**src/rtl/i2c_rf_pkg.sv**
```systemverilog
package i2c_rf_pkg;
  typedef enum logic [2:0] {
    ST_IDLE,
    ST_ADDR,
    ST_ADDR_ACK,
    ST_WR,
    ST_WR_ACK,
    ST_RD,
    ST_RD_ACK
  } i2c_st_e;
endpackage

```
**src/rtl/i2c_bus_sync.sv**
```systemverilog
module i2c_bus_sync #(
  parameter int SYNC_STAGES = 2
) (
  input  logic clk_i,
  input  logic rst_ni,
  input  logic scl_i,
  input  logic sda_i,
  output logic sda_s_o,
  output logic scl_rise_o,
  output logic scl_fall_o,
  output logic start_o,
  output logic stop_o
);
  logic [SYNC_STAGES-1:0] scl_q, sda_q;
  logic scl_d, sda_d, scl_s;

  always_ff @(posedge clk_i or negedge rst_ni) begin
    if (!rst_ni) begin
      scl_q <= '1;
      sda_q <= '1;
      scl_d <= 1'b1;
      sda_d <= 1'b1;
    end else begin
      scl_q <= {scl_q[SYNC_STAGES-2:0], scl_i};
      sda_q <= {sda_q[SYNC_STAGES-2:0], sda_i};
      scl_d <= scl_q[SYNC_STAGES-1];
      sda_d <= sda_q[SYNC_STAGES-1];
    end
  end

  assign scl_s      = scl_q[SYNC_STAGES-1];
  assign sda_s_o    = sda_q[SYNC_STAGES-1];
  assign scl_rise_o = scl_s & ~scl_d;
  assign scl_fall_o = ~scl_s & scl_d;
  // data edge while clock stays high
  assign start_o    = scl_s & scl_d & sda_d & ~sda_s_o;
  assign stop_o     = scl_s & scl_d & ~sda_d & sda_s_o;
endmodule

```
**src/rtl/i2c_byte_fsm.sv**
```systemverilog
module i2c_byte_fsm
  import i2c_rf_pkg::*;
#(
  parameter int                ADDR_W   = 4,
  parameter int                DATA_W   = 8,
  parameter logic [DATA_W-2:0] DEV_ADDR = 7'h68
) (
  input  logic              clk_i,
  input  logic              rst_ni,
  input  logic              sda_s_i,
  input  logic              scl_rise_i,
  input  logic              scl_fall_i,
  input  logic              start_i,
  input  logic              stop_i,
  input  logic [DATA_W-1:0] rd_data_i,
  output logic [ADDR_W-1:0] ptr_o,
  output logic              sda_oe_o,
  output logic              snap_o,
  output logic              wr_en_o,
  output logic [ADDR_W-1:0] wr_addr_o,
  output logic [DATA_W-1:0] wr_data_o
);
  localparam int CNT_W = $clog2(DATA_W + 1);
  localparam logic [CNT_W-1:0] BYTE_END = CNT_W'(DATA_W);

  i2c_st_e           st_q;
  logic [CNT_W-1:0]  cnt_q;
  logic [DATA_W-1:0] sh_q;
  logic              rw_q, first_q, nack_q;
  logic [ADDR_W-1:0] ptr_q;
  logic              ptr_top;

  assign ptr_top = &ptr_q;
  assign ptr_o   = ptr_q;

  always_ff @(posedge clk_i or negedge rst_ni) begin
    if (!rst_ni) begin
      st_q      <= ST_IDLE;
      cnt_q     <= '0;
      sh_q      <= '0;
      rw_q      <= 1'b0;
      first_q   <= 1'b0;
      nack_q    <= 1'b0;
      ptr_q     <= '0;
      sda_oe_o  <= 1'b0;
      snap_o    <= 1'b0;
      wr_en_o   <= 1'b0;
      wr_addr_o <= '0;
      wr_data_o <= '0;
    end else begin
      wr_en_o <= 1'b0;
      snap_o  <= 1'b0;
      if (start_i) begin
        st_q     <= ST_ADDR;
        cnt_q    <= '0;
        sda_oe_o <= 1'b0;
        snap_o   <= 1'b1;
      end else if (stop_i) begin
        st_q     <= ST_IDLE;
        sda_oe_o <= 1'b0;
        snap_o   <= 1'b1;
      end else begin
        unique case (st_q)
          ST_ADDR: begin
            if (scl_rise_i) begin
              sh_q  <= {sh_q[DATA_W-2:0], sda_s_i};
              cnt_q <= cnt_q + 1'b1;
            end else if (scl_fall_i && cnt_q == BYTE_END) begin
              if (sh_q[DATA_W-1:1] == DEV_ADDR) begin
                rw_q     <= sh_q[0];
                sda_oe_o <= 1'b1;
                st_q     <= ST_ADDR_ACK;
              end else begin
                st_q <= ST_IDLE;
              end
            end
          end
          ST_ADDR_ACK: begin
            if (scl_fall_i) begin
              cnt_q <= '0;
              if (rw_q) begin
                sh_q     <= rd_data_i;
                sda_oe_o <= ~rd_data_i[DATA_W-1];
                st_q     <= ST_RD;
              end else begin
                sda_oe_o <= 1'b0;
                first_q  <= 1'b1;
                st_q     <= ST_WR;
              end
            end
          end
          ST_WR: begin
            if (scl_rise_i) begin
              sh_q  <= {sh_q[DATA_W-2:0], sda_s_i};
              cnt_q <= cnt_q + 1'b1;
            end else if (scl_fall_i && cnt_q == BYTE_END) begin
              sda_oe_o <= 1'b1;
              st_q     <= ST_WR_ACK;
              if (first_q) begin
                ptr_q <= sh_q[ADDR_W-1:0];
              end else begin
                wr_en_o   <= 1'b1;
                wr_addr_o <= ptr_q;
                wr_data_o <= sh_q;
                ptr_q     <= ptr_q + 1'b1;
                snap_o    <= ptr_top;
              end
            end
          end
          ST_WR_ACK: begin
            if (scl_fall_i) begin
              sda_oe_o <= 1'b0;
              cnt_q    <= '0;
              first_q  <= 1'b0;
              st_q     <= ST_WR;
            end
          end
          ST_RD: begin
            if (scl_rise_i) begin
              cnt_q <= cnt_q + 1'b1;
            end else if (scl_fall_i) begin
              if (cnt_q == BYTE_END) begin
                sda_oe_o <= 1'b0;
                st_q     <= ST_RD_ACK;
                ptr_q    <= ptr_q + 1'b1;
                snap_o   <= ptr_top;
              end else begin
                sh_q     <= {sh_q[DATA_W-2:0], 1'b0};
                sda_oe_o <= ~sh_q[DATA_W-2];
              end
            end
          end
          ST_RD_ACK: begin
            if (scl_rise_i) begin
              nack_q <= sda_s_i;
            end else if (scl_fall_i) begin
              if (nack_q) begin
                st_q <= ST_IDLE;
              end else begin
                cnt_q    <= '0;
                sh_q     <= rd_data_i;
                sda_oe_o <= ~rd_data_i[DATA_W-1];
                st_q     <= ST_RD;
              end
            end
          end
          default: st_q <= ST_IDLE;
        endcase
      end
    end
  end
endmodule

```
**src/rtl/reg_shadow_store.sv**
```systemverilog
module reg_shadow_store #(
  parameter int ADDR_W    = 4,
  parameter int DATA_W    = 8,
  parameter int TIME_REGS = 7
) (
  input  logic                        clk_i,
  input  logic                        rst_ni,
  input  logic                        snap_i,
  input  logic [TIME_REGS*DATA_W-1:0] live_i,
  input  logic                        wr_en_i,
  input  logic [ADDR_W-1:0]           wr_addr_i,
  input  logic [DATA_W-1:0]           wr_data_i,
  input  logic [ADDR_W-1:0]           rd_addr_i,
  output logic [DATA_W-1:0]           rd_data_o
);
  localparam int NREGS = 1 << ADDR_W;

  logic [NREGS-1:0][DATA_W-1:0] view;

  for (genvar g = 0; g < NREGS; g++) begin : g_reg
    logic [DATA_W-1:0] q;
    logic              hit;
    assign hit = wr_en_i && (wr_addr_i == ADDR_W'(g));
    if (g < TIME_REGS) begin : g_shadow
      // host write wins over a capture in the same cycle
      always_ff @(posedge clk_i or negedge rst_ni) begin
        if (!rst_ni)     q <= '0;
        else if (hit)    q <= wr_data_i;
        else if (snap_i) q <= live_i[g*DATA_W +: DATA_W];
      end
    end else begin : g_local
      always_ff @(posedge clk_i or negedge rst_ni) begin
        if (!rst_ni)  q <= '0;
        else if (hit) q <= wr_data_i;
      end
    end
    assign view[g] = q;
  end

  assign rd_data_o = view[rd_addr_i];
endmodule

```
**src/rtl/i2c_regfile_snap.sv**
```systemverilog
module i2c_regfile_snap #(
  parameter int                ADDR_W      = 4,
  parameter int                DATA_W      = 8,
  parameter int                TIME_REGS   = 7,
  parameter int                SYNC_STAGES = 2,
  parameter logic [DATA_W-2:0] DEV_ADDR    = 7'h68
) (
  input  logic                        clk_i,
  input  logic                        rst_ni,
  input  logic                        scl_i,
  input  logic                        sda_i,
  output logic                        sda_oe_o,
  input  logic [TIME_REGS*DATA_W-1:0] live_time_i,
  output logic                        wr_en_o,
  output logic [ADDR_W-1:0]           wr_addr_o,
  output logic [DATA_W-1:0]           wr_data_o
);
  logic sda_s, scl_rise, scl_fall, start, stop, snap;
  logic [ADDR_W-1:0] ptr;
  logic [DATA_W-1:0] rd_data;

  i2c_bus_sync #(.SYNC_STAGES(SYNC_STAGES)) u_sync (
    .clk_i      (clk_i),
    .rst_ni     (rst_ni),
    .scl_i      (scl_i),
    .sda_i      (sda_i),
    .sda_s_o    (sda_s),
    .scl_rise_o (scl_rise),
    .scl_fall_o (scl_fall),
    .start_o    (start),
    .stop_o     (stop)
  );

  i2c_byte_fsm #(.ADDR_W(ADDR_W), .DATA_W(DATA_W), .DEV_ADDR(DEV_ADDR)) u_fsm (
    .clk_i      (clk_i),
    .rst_ni     (rst_ni),
    .sda_s_i    (sda_s),
    .scl_rise_i (scl_rise),
    .scl_fall_i (scl_fall),
    .start_i    (start),
    .stop_i     (stop),
    .rd_data_i  (rd_data),
    .ptr_o      (ptr),
    .sda_oe_o   (sda_oe_o),
    .snap_o     (snap),
    .wr_en_o    (wr_en_o),
    .wr_addr_o  (wr_addr_o),
    .wr_data_o  (wr_data_o)
  );

  reg_shadow_store #(.ADDR_W(ADDR_W), .DATA_W(DATA_W), .TIME_REGS(TIME_REGS)) u_store (
    .clk_i     (clk_i),
    .rst_ni    (rst_ni),
    .snap_i    (snap),
    .live_i    (live_time_i),
    .wr_en_i   (wr_en_o),
    .wr_addr_i (wr_addr_o),
    .wr_data_i (wr_data_o),
    .rd_addr_i (ptr),
    .rd_data_o (rd_data)
  );
endmodule

```
**config.mk**
```make
export PLATFORM = sky130hd
export DESIGN_NAME = i2c_regfile_snap
export DESIGN_NICKNAME = d
export VERILOG_FILES = /design/src/rtl/i2c_rf_pkg.sv /design/src/rtl/i2c_bus_sync.sv /design/src/rtl/i2c_byte_fsm.sv /design/src/rtl/reg_shadow_store.sv /design/src/rtl/i2c_regfile_snap.sv
export SDC_FILE = /design/constraint.sdc
export NUM_CORES = 1
export LEC_CHECK = 0
export BUFFER_PORTS_ARGS = -buffer_cell sky130_fd_sc_hd__buf_2
export CORE_ASPECT_RATIO = 1.5
export CORE_MARGIN = 2
export CORE_UTILIZATION = 35
export CTS_CLUSTER_SIZE = 30
export DETAILED_ROUTE_END_ITERATION = 10
export RECOVER_POWER = 50
export SYNTH_ARGS = -nofsm -noshare
export SYNTH_HDL_FRONTEND = slang
export SYNTH_SLANG_ARGS = --single-unit
```
**constraint.sdc**
```tcl
create_clock -name clk_i -period 2.6 [get_ports clk_i]
set_input_delay 0.52 -clock clk_i [delete_from_list [all_inputs] [get_ports clk_i]]
set_output_delay 0.52 -clock clk_i [all_outputs]
set_load 0.02 [all_outputs]
```
==> impl_metrics.ini, run 1 <==
[layout]
register_area_um2 = 4290
layout_common_cells = 162 x dfrtp_1, 96 x mux2_2, 72 x buf_2
drive_above_1_share_pct = 33.2
mostFrequentLayoutCell = dfrtp_1
area_growth_pct = 15.9
multi_input_area_um2 = 3930
num-nets-final = 838
n_antenna_cell = 0
n_fill_cell = 2261

[worst_setup_path]
cp_num_buf_inv = 1
endpoint_kind = register
crit_chain = buf_12 -> mux4_2 -> a22oi_1 -> nand2_1 -> a22o_1 -> mux2_2
worstPathArrival_ps = 2510
start_kind = register
crit_slowest_cell = dfrtp_2
crit_path_max_incr_delay_ps = 790
path_delay_family = flip-flops
crit_path_max_fanout = 24
cp_data_required_time_ps = 2910
critPathKind = reg2reg
r2r_setup_slack_ps = 400

[clock_tree]
h-tree-depth = 4
clock_sinks = 171
hold_buffers = 0
cts-resized-gates = 0
root_buffer = clkbuf_16
clkTransAtPathRegs_ps = 70
clk_latency_ps = 430
numCtsBuffers = 17
postCtsSetupBuffers = 0
cts_tree = done
cts_buffer_depth = 2

[timing]
finalSetupViolations = 0
post-route-period-util_pct = 84.6
fmax_mhz = 455
finalHoldViolCount = 0
timing.final.crit_period_ps = 2200
worstMarginPinSlew_ps = 1610
rsz0062_at_grt = no
relSlewSlack_pct = -7.15
report.final.slew_viol_count = 60
skew_ps = 13.2
tns_ps = 0

[power]
vdd_ir_drop_max_mv = 0.447
powerDensity_nw_per_um2 = 649
p_leak_uw = 0.00431
total_power_uw = 6350

[run_status]
status = finished with violations
violations = capacitance limit, slew limit

[floorplanning]
num_io_pins = 74
die_area_um2 = 25400
core_um2 = 23700
fp.dieW_um = 131
start_util_pct = 35.6
core.rowCount = 69
die_h_um = 194

[grt]
grt_pass1_vias = 6172
antenna_found_initial = 0
grt_usage_pct = 18.1
grt_pass1_wl_um = 34500
gr-total-overflow = 0
grt_max_degree = 62

[logic_synthesis]
syn-cell-area_um2 = 8450
synth_edf_count = 0
synthCells = 709
ys_seq_area_share_pct = 50.7
synthTopCellsByArea = dfrtp_1 49%, mux2_2 13%, mux2i_1 8.3%, mux4_2 6.9%, a21oi_1 3.1%
yosysTopAreaCell = dfrtp_1
syn-mean-instance-area_um2 = 11.9
synth_seq_cells = 171
ys_types = 51
yosys_warnings = 0
async_reset_ff_share_pct = 100
synth_top_area_share_pct = 48.9
ys.flop_type = dfrtp_1
syn_nets = 772

[drt]
route.detailed.drc = 0
drtAntennaViolNets = 0
wl_um = 21600
drt-initial-drc-count = 383
routed-via-count = 5773
first_pass_iters = 4
wl_per_cell_um = 19.6
via_per_inst = 5.22

[min_path]
hold_path.class = in2reg

[placed_design]
io_buffers = 73
gp_congestion = 0.808
dpl.hpwl_um = 15300

[job]
cap_violations = 1
[metrics by stage]
step / area (µm²) / cells / util [%] / setup WS [ps] / hold WS [ps]
2_1_floorplan: 8450 / 709 / - / 689 / 224
3_3_place_gp: 9260 / 1075 / 39.0 / 446 / 346
3_5_place_dp: 9260 / 1075 / 39.0 / 415 / 349
4_1_cts: 9820 / 1106 / 41.4 / 398 / 100
5_1_grt: 9800 / 1106 / 41.3 / 222 / 166
6_report: 9800 / 1106 / 41.3 / 400 / 181
[power breakdown]
part	internal (µW)	switching, µW
Clock	1350	1090
Combinational	387	332
Sequential	2950	246
Total	4690	1670
[routing by layer]
layer	up-vias	wire [µm]	track usage, %
met5	-	0	0
met4	0	873	8.83
met3	38	619	2.89
met2	113	11400	31.7
met1	2916	8700	21.1
li1	2706	-	-
[area by class of cell]
| type | count | area share [%] |
|---|---|---|
| clock buffer | 20 | 4.56 |
| tap | 319 | 4.07 |
| timing repair buffer | 97 | 6.17 |
| multi-input combinational | 484 | 40.1 |
| clock inverter | 11 | 1.15 |
| inverter | 4 | 0.153 |
| sequential | 171 | 43.8 |
[sequential cells by signal, indices dropped and copies added, names as in the netlist, 2 cells and up]
name,flops
u_store.g.q,128
u_fsm.sh_q,8
u_fsm.wr_data_o,8
u_fsm.cnt_q,4
u_fsm.ptr_o,4
u_fsm.wr_addr_o,4
u_fsm.st_q,3
u_sync.scl_q,2
u_sync.sda_q,2
[cell usage after synthesis, types with 7 or more instances]
| master | number |
|---|---|
| o21ai_0 | 36 |
| nor2_1 | 65 |
| nand2_1 | 42 |
| mux2i_1 | 70 |
| a21oi_1 | 53 |
| dfrtp_1 | 165 |
| a22oi_1 | 8 |
| nand3b_1 | 7 |
| mux2_2 | 96 |
| buf_1 | 7 |
| buf_2 | 8 |
| mux4_2 | 26 |
| clkbuf_1 | 33 |
| nand2b_1 | 8 |
| nor2b_1 | 10 |
[final timing paths]
| check | cells after the start | to | from |
|---|---|---|---|
| max in group asynchronous | 2 | u_store.g_reg[8].q[6]$_DFFE_PN0P_ | rst_ni |
| hold / removal | 1 | u_sync.scl_q[0]$_DFF_PN1_ | scl_i |
| setup reg to reg | 6 | u_fsm.sh_q[0]$_DFFE_PN0P_ | u_fsm.ptr_o[1]$_DFFE_PN0P_ |
| setup / recovery | 6 | u_fsm.sh_q[0]$_DFFE_PN0P_ | u_fsm.ptr_o[1]$_DFFE_PN0P_ |
| min in group asynchronous | 1 | u_store.g_reg[2].q[2]$_DFFE_PN0P_ | rst_ni |
| hold reg to reg | 0 | u_sync.sda_q[1]$_DFF_PN1_ | u_sync.sda_q[0]$_DFF_PN1_ |
[kinds of logic after synthesis]
group | synth area share, %
adders and majority gates | 0.444
DFF | 50.7
buffers and inverters | 2.80
AOI/OAI and AO/OA | 8.87
muxes | 28.0
and+or+nand+nor | 9.06
xor gates and xnor gates | 0.104
(Power assumes the default switching activity.)
==> run 2: changes to the inputs <==
==> constraint.sdc (replaced) <==
create_clock -name clk_i -period 1.85 [get_ports clk_i]
set_input_delay 0.37 -clock clk_i [delete_from_list [all_inputs] [get_ports clk_i]]
set_output_delay 0.37 -clock clk_i [all_outputs]
set_load 0.02 [all_outputs]
==> run 2 against run 1 <==
Net effect:
- the run ends with setup timing left
- register-to-register slack got worse by 540 ps
- global-route usage rose by 0.59 points
- clock power up 41%
- sequential share of layout area decreased by 2.7 points
- sequential power up 39%
- cell area grew 6.8%
- clock skew decreased by 1.8 ps
- wire length rose by 4.3%
- combinational power increased by 84%
- worst hold slack got worse by 150 ps
==> impl_metrics.ini, run 2 (synthesis results as in run 1) <==
[layout]
num-nets-final = 899
final_util_pct = 44.1
n_antenna_cell = 0
instances_no_fill = 1168
drive_above_1_share_pct = 41.8
largest_register_ffs = 128
mostFrequentLayoutCell = dfrtp_1
n_fill_cell = 2196
top_regs = u_store.g.q x128, u_fsm.sh_q x8, u_fsm.wr_data_o x8
area_growth_pct = 23.8
layout_common_cells = 156 x dfrtp_1, 93 x mux2_2, 72 x buf_2
largest-register = u_store.g.q

[drt]
wl_per_cell_um = 19.3
route.detailed.drc = 0
first_pass_iters = 4
routed-via-count = 5983
drtAntennaViolNets = 0
via_per_inst = 5.12
drt-initial-drc-count = 468
wl_um = 22600

[clock_tree]
cts_buffer_depth = 2
clock_sinks = 171
clk_latency_ps = 430
cts_tree = done
clkTransAtPathRegs_ps = 70
h-tree-depth = 4
root_buffer = clkbuf_16
numCtsBuffers = 17

[worst_setup_path]
crit_path_max_incr_delay_ps = 510
crit_chain = buf_12 -> buf_12 -> mux4_2 -> a22oi_2 -> buf_4 -> a21oi_2 -> mux2_4
start_kind = register
critPathKind = reg2reg
cp_common_cell = buf_12
cp_data_required_time_ps = 2160
endpoint_kind = register
worstPathArrival_ps = 2300
crit_path_max_fanout = 8
crit_slowest_cell = mux4_2

[placed_design]
io_buffers = 73
dpl.cell_count = 1130
dpl.hpwl_um = 16400
gp_congestion = 0.794

[power]
vdd_ir_drop_max_mv = 0.620
p_leak_uw = 0.00468
powerDensity_nw_per_um2 = 881

[timing]
rsz0062_at_grt = yes
finalHoldViolCount = 0
worstMarginPinSlew_ps = 722
fmax_mhz = 503
timing.final.crit_period_ps = 1990
finalSetupViolations = 8
relSlewSlack_pct = 51.9
finalWorstSetupSlack_ps = -137
post-route-period-util_pct = 107
report.final.slew_viol_count = 0
skew_ps = 11.4

[grt]
grt_pass1_wl_um = 35700
grt_max_degree = 55
grt_pass1_vias = 6343
grt_usage_pct = 18.7
antenna_found_initial = 0
gr-total-overflow = 0

[min_path]
hold_path.class = in2reg

[floorplanning]
die_area_um2 = 25400
core.rowCount = 69
fp.dieW_um = 131
num_io_pins = 74
core_um2 = 23700
die_h_um = 194
start_util_pct = 35.6

[run_status]
status = finished with violations
violations = setup timing

[job]
cap_violations = 0
run 2: changes by cell type in the layout (fill, tap and decap cells not counted), sizes merged:
cell         previous run  this run
bufinv                  1         0
buf                    94       153
dlygate4sd3             0         1
inv                     8        10
clkbuf                 23        24
run 2: path summary, 6_finish.rpt:
kind | startpoint | endpoint | slack (ps) | cells after the start
max | u_fsm.ptr_o[0]$_DFFE_PN0P_ | u_fsm.sh_q[2]$_DFFE_PN0P_ | -140 | 7
min | sda_i | u_sync.sda_q[0]$_DFF_PN1_ | 30 | 1
max reg2reg | u_fsm.ptr_o[0]$_DFFE_PN0P_ | u_fsm.sh_q[2]$_DFFE_PN0P_ | -140 | 7
min reg2reg | u_sync.scl_q[0]$_DFF_PN1_ | u_sync.scl_q[1]$_DFF_PN1_ | 360 | 0
max in group asynchronous | rst_ni | u_fsm.wr_data_o[1]$_DFFE_PN0P_ | 240 | 3
min in group asynchronous | rst_ni | u_store.g_reg[3].q[1]$_DFFE_PN0P_ | 530 | 2
run 2: critical path: cells and delay by family (launching register included):
| kind | cells | cell delay [ps] |
|---|---|---|
| AOI/OAI and AO/OA | 2 | 260 |
| buffers and inverters | 3 | 440 |
| DFF | 1 | 390 |
| muxes | 2 | 780 |
run 2: routing by layer:
layer	wire length (µm)	track usage, %	vias up
met4	652	7.96	0
met3	614	2.34	33
met5	0	0	-
li1	-	-	2830
met1	8940	22.3	3034
met2	12400	33.2	86
run 2: per-stage QoR:
step	worst slack, ps	hold slack (ps)	TNS [ps]	instance area [µm²]	total power [µW]
floorplan	-57.7	74.4	-234	8460	5100
global placement	-142	275	-897	9750	5750
detailed placement	-174	268	-1150	9750	5780
CTS	-149	16.7	-1050	10400	9240
global route	-189	23.5	-1400	10500	9610
finish	-137	31.0	-857	10500	9220
run 2: power by group:
part	switching [µW]	internal, µW	total, µW	leakage (µW)
Clock	1580	1860	3440	0.000269
Combinational	587	732	1320	0.00222
Sequential	312	4140	4450	0.00219
run 2: repair_timing:
action,4_1_cts,5_1_grt
pin swaps,4,7
hold endpoints to repair,25,0
hold buffers,1,0
endpoints found under the setup margin,17,25
setup buffers,3,2
resized for setup,13,27
run 2: area by class of cell:
class	instances	area, µm²	share of cell area [%]
sequential	171	4300	41.1
multi-input combinational	484	4060	38.8
timing repair buffer	158	1120	10.7
clock buffer	20	467	4.46
tap	319	399	3.82
clock inverter	12	103	0.981
inverter	4	15.0	0.144
==> run 3: changes to the inputs <==
--- a/config.mk
+++ b/config.mk
@@ -7,7 +7,7 @@
 export LEC_CHECK = 0
 export BUFFER_PORTS_ARGS = -buffer_cell sky130_fd_sc_hd__buf_2
 export CORE_ASPECT_RATIO = 1.5
-export CORE_MARGIN = 2
+export CORE_MARGIN = 1.5
 export CORE_UTILIZATION = 35
 export CTS_CLUSTER_SIZE = 30
 export DETAILED_ROUTE_END_ITERATION = 10
==> constraint.sdc (replaced) <==
create_clock -name clk_i -period 1.85 [get_ports clk_i]
set_input_delay 0.0925 -clock clk_i [delete_from_list [all_inputs] [get_ports clk_i]]
set_output_delay 0.0925 -clock clk_i [all_outputs]
set_load 0.02 [all_outputs]
==> run 3 against run 2 <==
Net effect:
- cell area up 3.7%
- worst hold slack worse by 21 ps
- the run ends with capacitance limit, slew limit, setup timing left
- register-to-register slack worse by 50 ps
- core utilization up 1.6 points
- critical path type unchanged
- clock skew up 0.54 ps
- combinational power up 4%
- via count up 3.5%
- non-clock buffer count up 44
==> impl_metrics.ini, run 3 (synthesis results as in run 1) <==
[run_status]
status = finished with violations
violations = capacitance limit, slew limit, setup timing

[worst_setup_path]
r2r-end = u_fsm.sh_q[7]$_DFFE_PN0P_
r2r-start = u_fsm.ptr_o[0]$_DFFE_PN0P_
r2r_setup_slack_ps = -190
cp_data_required_time_ps = 2160
critPathKind = reg2reg
worstPathArrival_ps = 2350
crit_path_max_fanout = 5
r2r_cells = 6
start_kind = register
endpoint_kind = register

[power]
power_frac_seq_pct = 47.6
clkPwrFrac_pct = 37.6
p_sw_share_pct = 25.7
power_frac_comb_pct = 14.7
p_int_uw = 6910
vdd_ir_drop_max_mv = 0.645
switchingPower_uw = 2380
p_leak_uw = 0.00486
powerDensity_nw_per_um2 = 857

[clock_tree]
clkTransAtPathRegs_ps = 60
clock_sinks = 171
numCtsBuffers = 17
h-tree-depth = 4
cts_buffer_depth = 2
clk_latency_ps = 430
cts_tree = done
root_buffer = clkbuf_16

[timing]
fin_hold_ws_ps = 9.76
finalHoldViolCount = 0
report.final.slew_viol_count = 61
worstMarginPinSlew_ps = 1570
skew_ps = 11.9
finalWorstSetupSlack_ps = -190
post-route-period-util_pct = 110
timing.final.crit_period_ps = 2040
rsz0062_at_grt = yes
relSlewSlack_pct = -4.50
fmax_mhz = 490
finalSetupViolations = 9

[layout]
n_antenna_cell = 0
largest-register = u_store.g.q
top_regs = u_store.g.q x128, u_fsm.sh_q x8, u_fsm.wr_data_o x8
multi_input_area_um2 = 4000
n_fill_cell = 2176
largest_register_ffs = 128
final_util_pct = 45.7
layout_common_cells = 162 x dfrtp_1, 93 x mux2_2, 72 x buf_2
num-nets-final = 943
area_growth_pct = 28.3
mostFrequentLayoutCell = dfrtp_1
register_area_um2 = 4290
drive_above_1_share_pct = 37.7

[drt]
routed-via-count = 6191
wl_um = 23700
route.detailed.drc = 0
drt-initial-drc-count = 436
first_pass_iters = 5
wl_per_cell_um = 19.6
via_per_inst = 5.11
drtAntennaViolNets = 0

[min_path]
holdPathEnd = u_store.g_reg[0].q[1]$_DFFE_PN0P_
hold_depth = 3
hp-start = live_time_i[1]
hold_path.class = in2reg

[floorplanning]
core.rowCount = 69
start_util_pct = 35.6
fp.dieW_um = 130
num_io_pins = 74
die_h_um = 193
die_area_um2 = 25100
core_um2 = 23700

[placed_design]
gp_congestion = 0.808
io_buffers = 73
dpl.hpwl_um = 16500
place_ws_ps = -191

[grt]
gr-total-overflow = 0
grt_usage_pct = 20.0
grt_pass1_vias = 6624
grt_max_degree = 61
antenna_found_initial = 0
grt_pass1_wl_um = 37700

[job]
cap_violations = 1
run 3: changes by cell type in the layout (fill, tap and decap cells not counted), sizes merged, moves of 2 or more:
cell / before / now
inv: 10 / 5
buf: 153 / 151
clkinv: 2 / 4
clkbuf: 24 / 28
dlygate4sd3: 1 / 45
run 3: area by class of cell:
cell class,instances,area share (%)
sequential,171,39.6
multi-input combinational,484,36.8
timing repair buffer,202,14.5
clock buffer,22,4.47
tap,319,3.68
clock inverter,9,0.819
inverter,4,0.138
run 3: worst max-delay path: stages, from the launching register on:
cell,delay (ps)
dfrtp_2,430
buf_6,140
mux4_2,510
a22oi_2,230
nand2_2,90
mux2_4,260
mux2_4,260
run 3: worst max-delay path by stage:
| stage | from | to | slack, ps |
|---|---|---|---|
| after global routing | u_fsm.ptr_o[0]$_DFFE_PN0P_ | u_fsm.sh_q[0]$_DFFE_PN0P_ | -240 |
| final | u_fsm.ptr_o[0]$_DFFE_PN0P_ | u_fsm.sh_q[7]$_DFFE_PN0P_ | -190 |
| after global placement | u_fsm.ptr_o[0]$_DFFE_PN0P_ | u_fsm.sh_q[7]$_DFFE_PN0P_ | -130 |
| after CTS | u_fsm.ptr_o[0]$_DFFE_PN0P_ | u_fsm.sh_q[7]$_DFFE_PN0P_ | -170 |
| after detailed placement | u_fsm.ptr_o[0]$_DFFE_PN0P_ | u_fsm.sh_q[7]$_DFFE_PN0P_ | -190 |
| after floorplan | u_fsm.ptr_o[0]$_DFFE_PN0P_ | u_fsm.sh_q[7]$_DFFE_PN0P_ | -60 |
run 3: what timing repair did:
item / in CTS / in global routing
hold buffers: 45 / 0
setup buffers: 1 / 3
setup endpoints to repair: 11 / 32
cloned: 0 / 1
endpoints found under the hold margin: 96 / 0
resized for setup: 7 / 14
pin swaps: 0 / 5
run 3: power by group through the flow:
stage | logic, µW | clock network, µW | registers, µW
6_report | 1370 | 3500 | 4430
5_1_grt | 1500 | 3680 | 4470
4_1_cts | 1370 | 3540 | 4420
3_5_place_dp | 1290 | 0 | 4490
3_3_place_gp | 1250 | 0 | 4490
2_1_floorplan | 708 | 0 | 4390
run 3: per-layer routing:
layer	GRT usage [%]	wire length [µm]	vias to the layer above
met1	23.9	9540	3127
met4	8.40	731	0
met2	35.5	12900	110
met3	2.68	562	39
met5	0	0	-
li1	-	-	2915
run 3: through the flow:
stage | TNS [ps] | power [µW] | instance area, µm² | instances
3_3_place_gp | -951 | 5740 | 9710 | 1130
6_report | -1260 | 9290 | 10800 | 1211
5_1_grt | -5410 | 9660 | 10800 | 1211
2_1_floorplan | -234 | 5100 | 8460 | 709
4_1_cts | -1100 | 9330 | 10800 | 1207
3_5_place_dp | -1190 | 5770 | 9710 | 1130
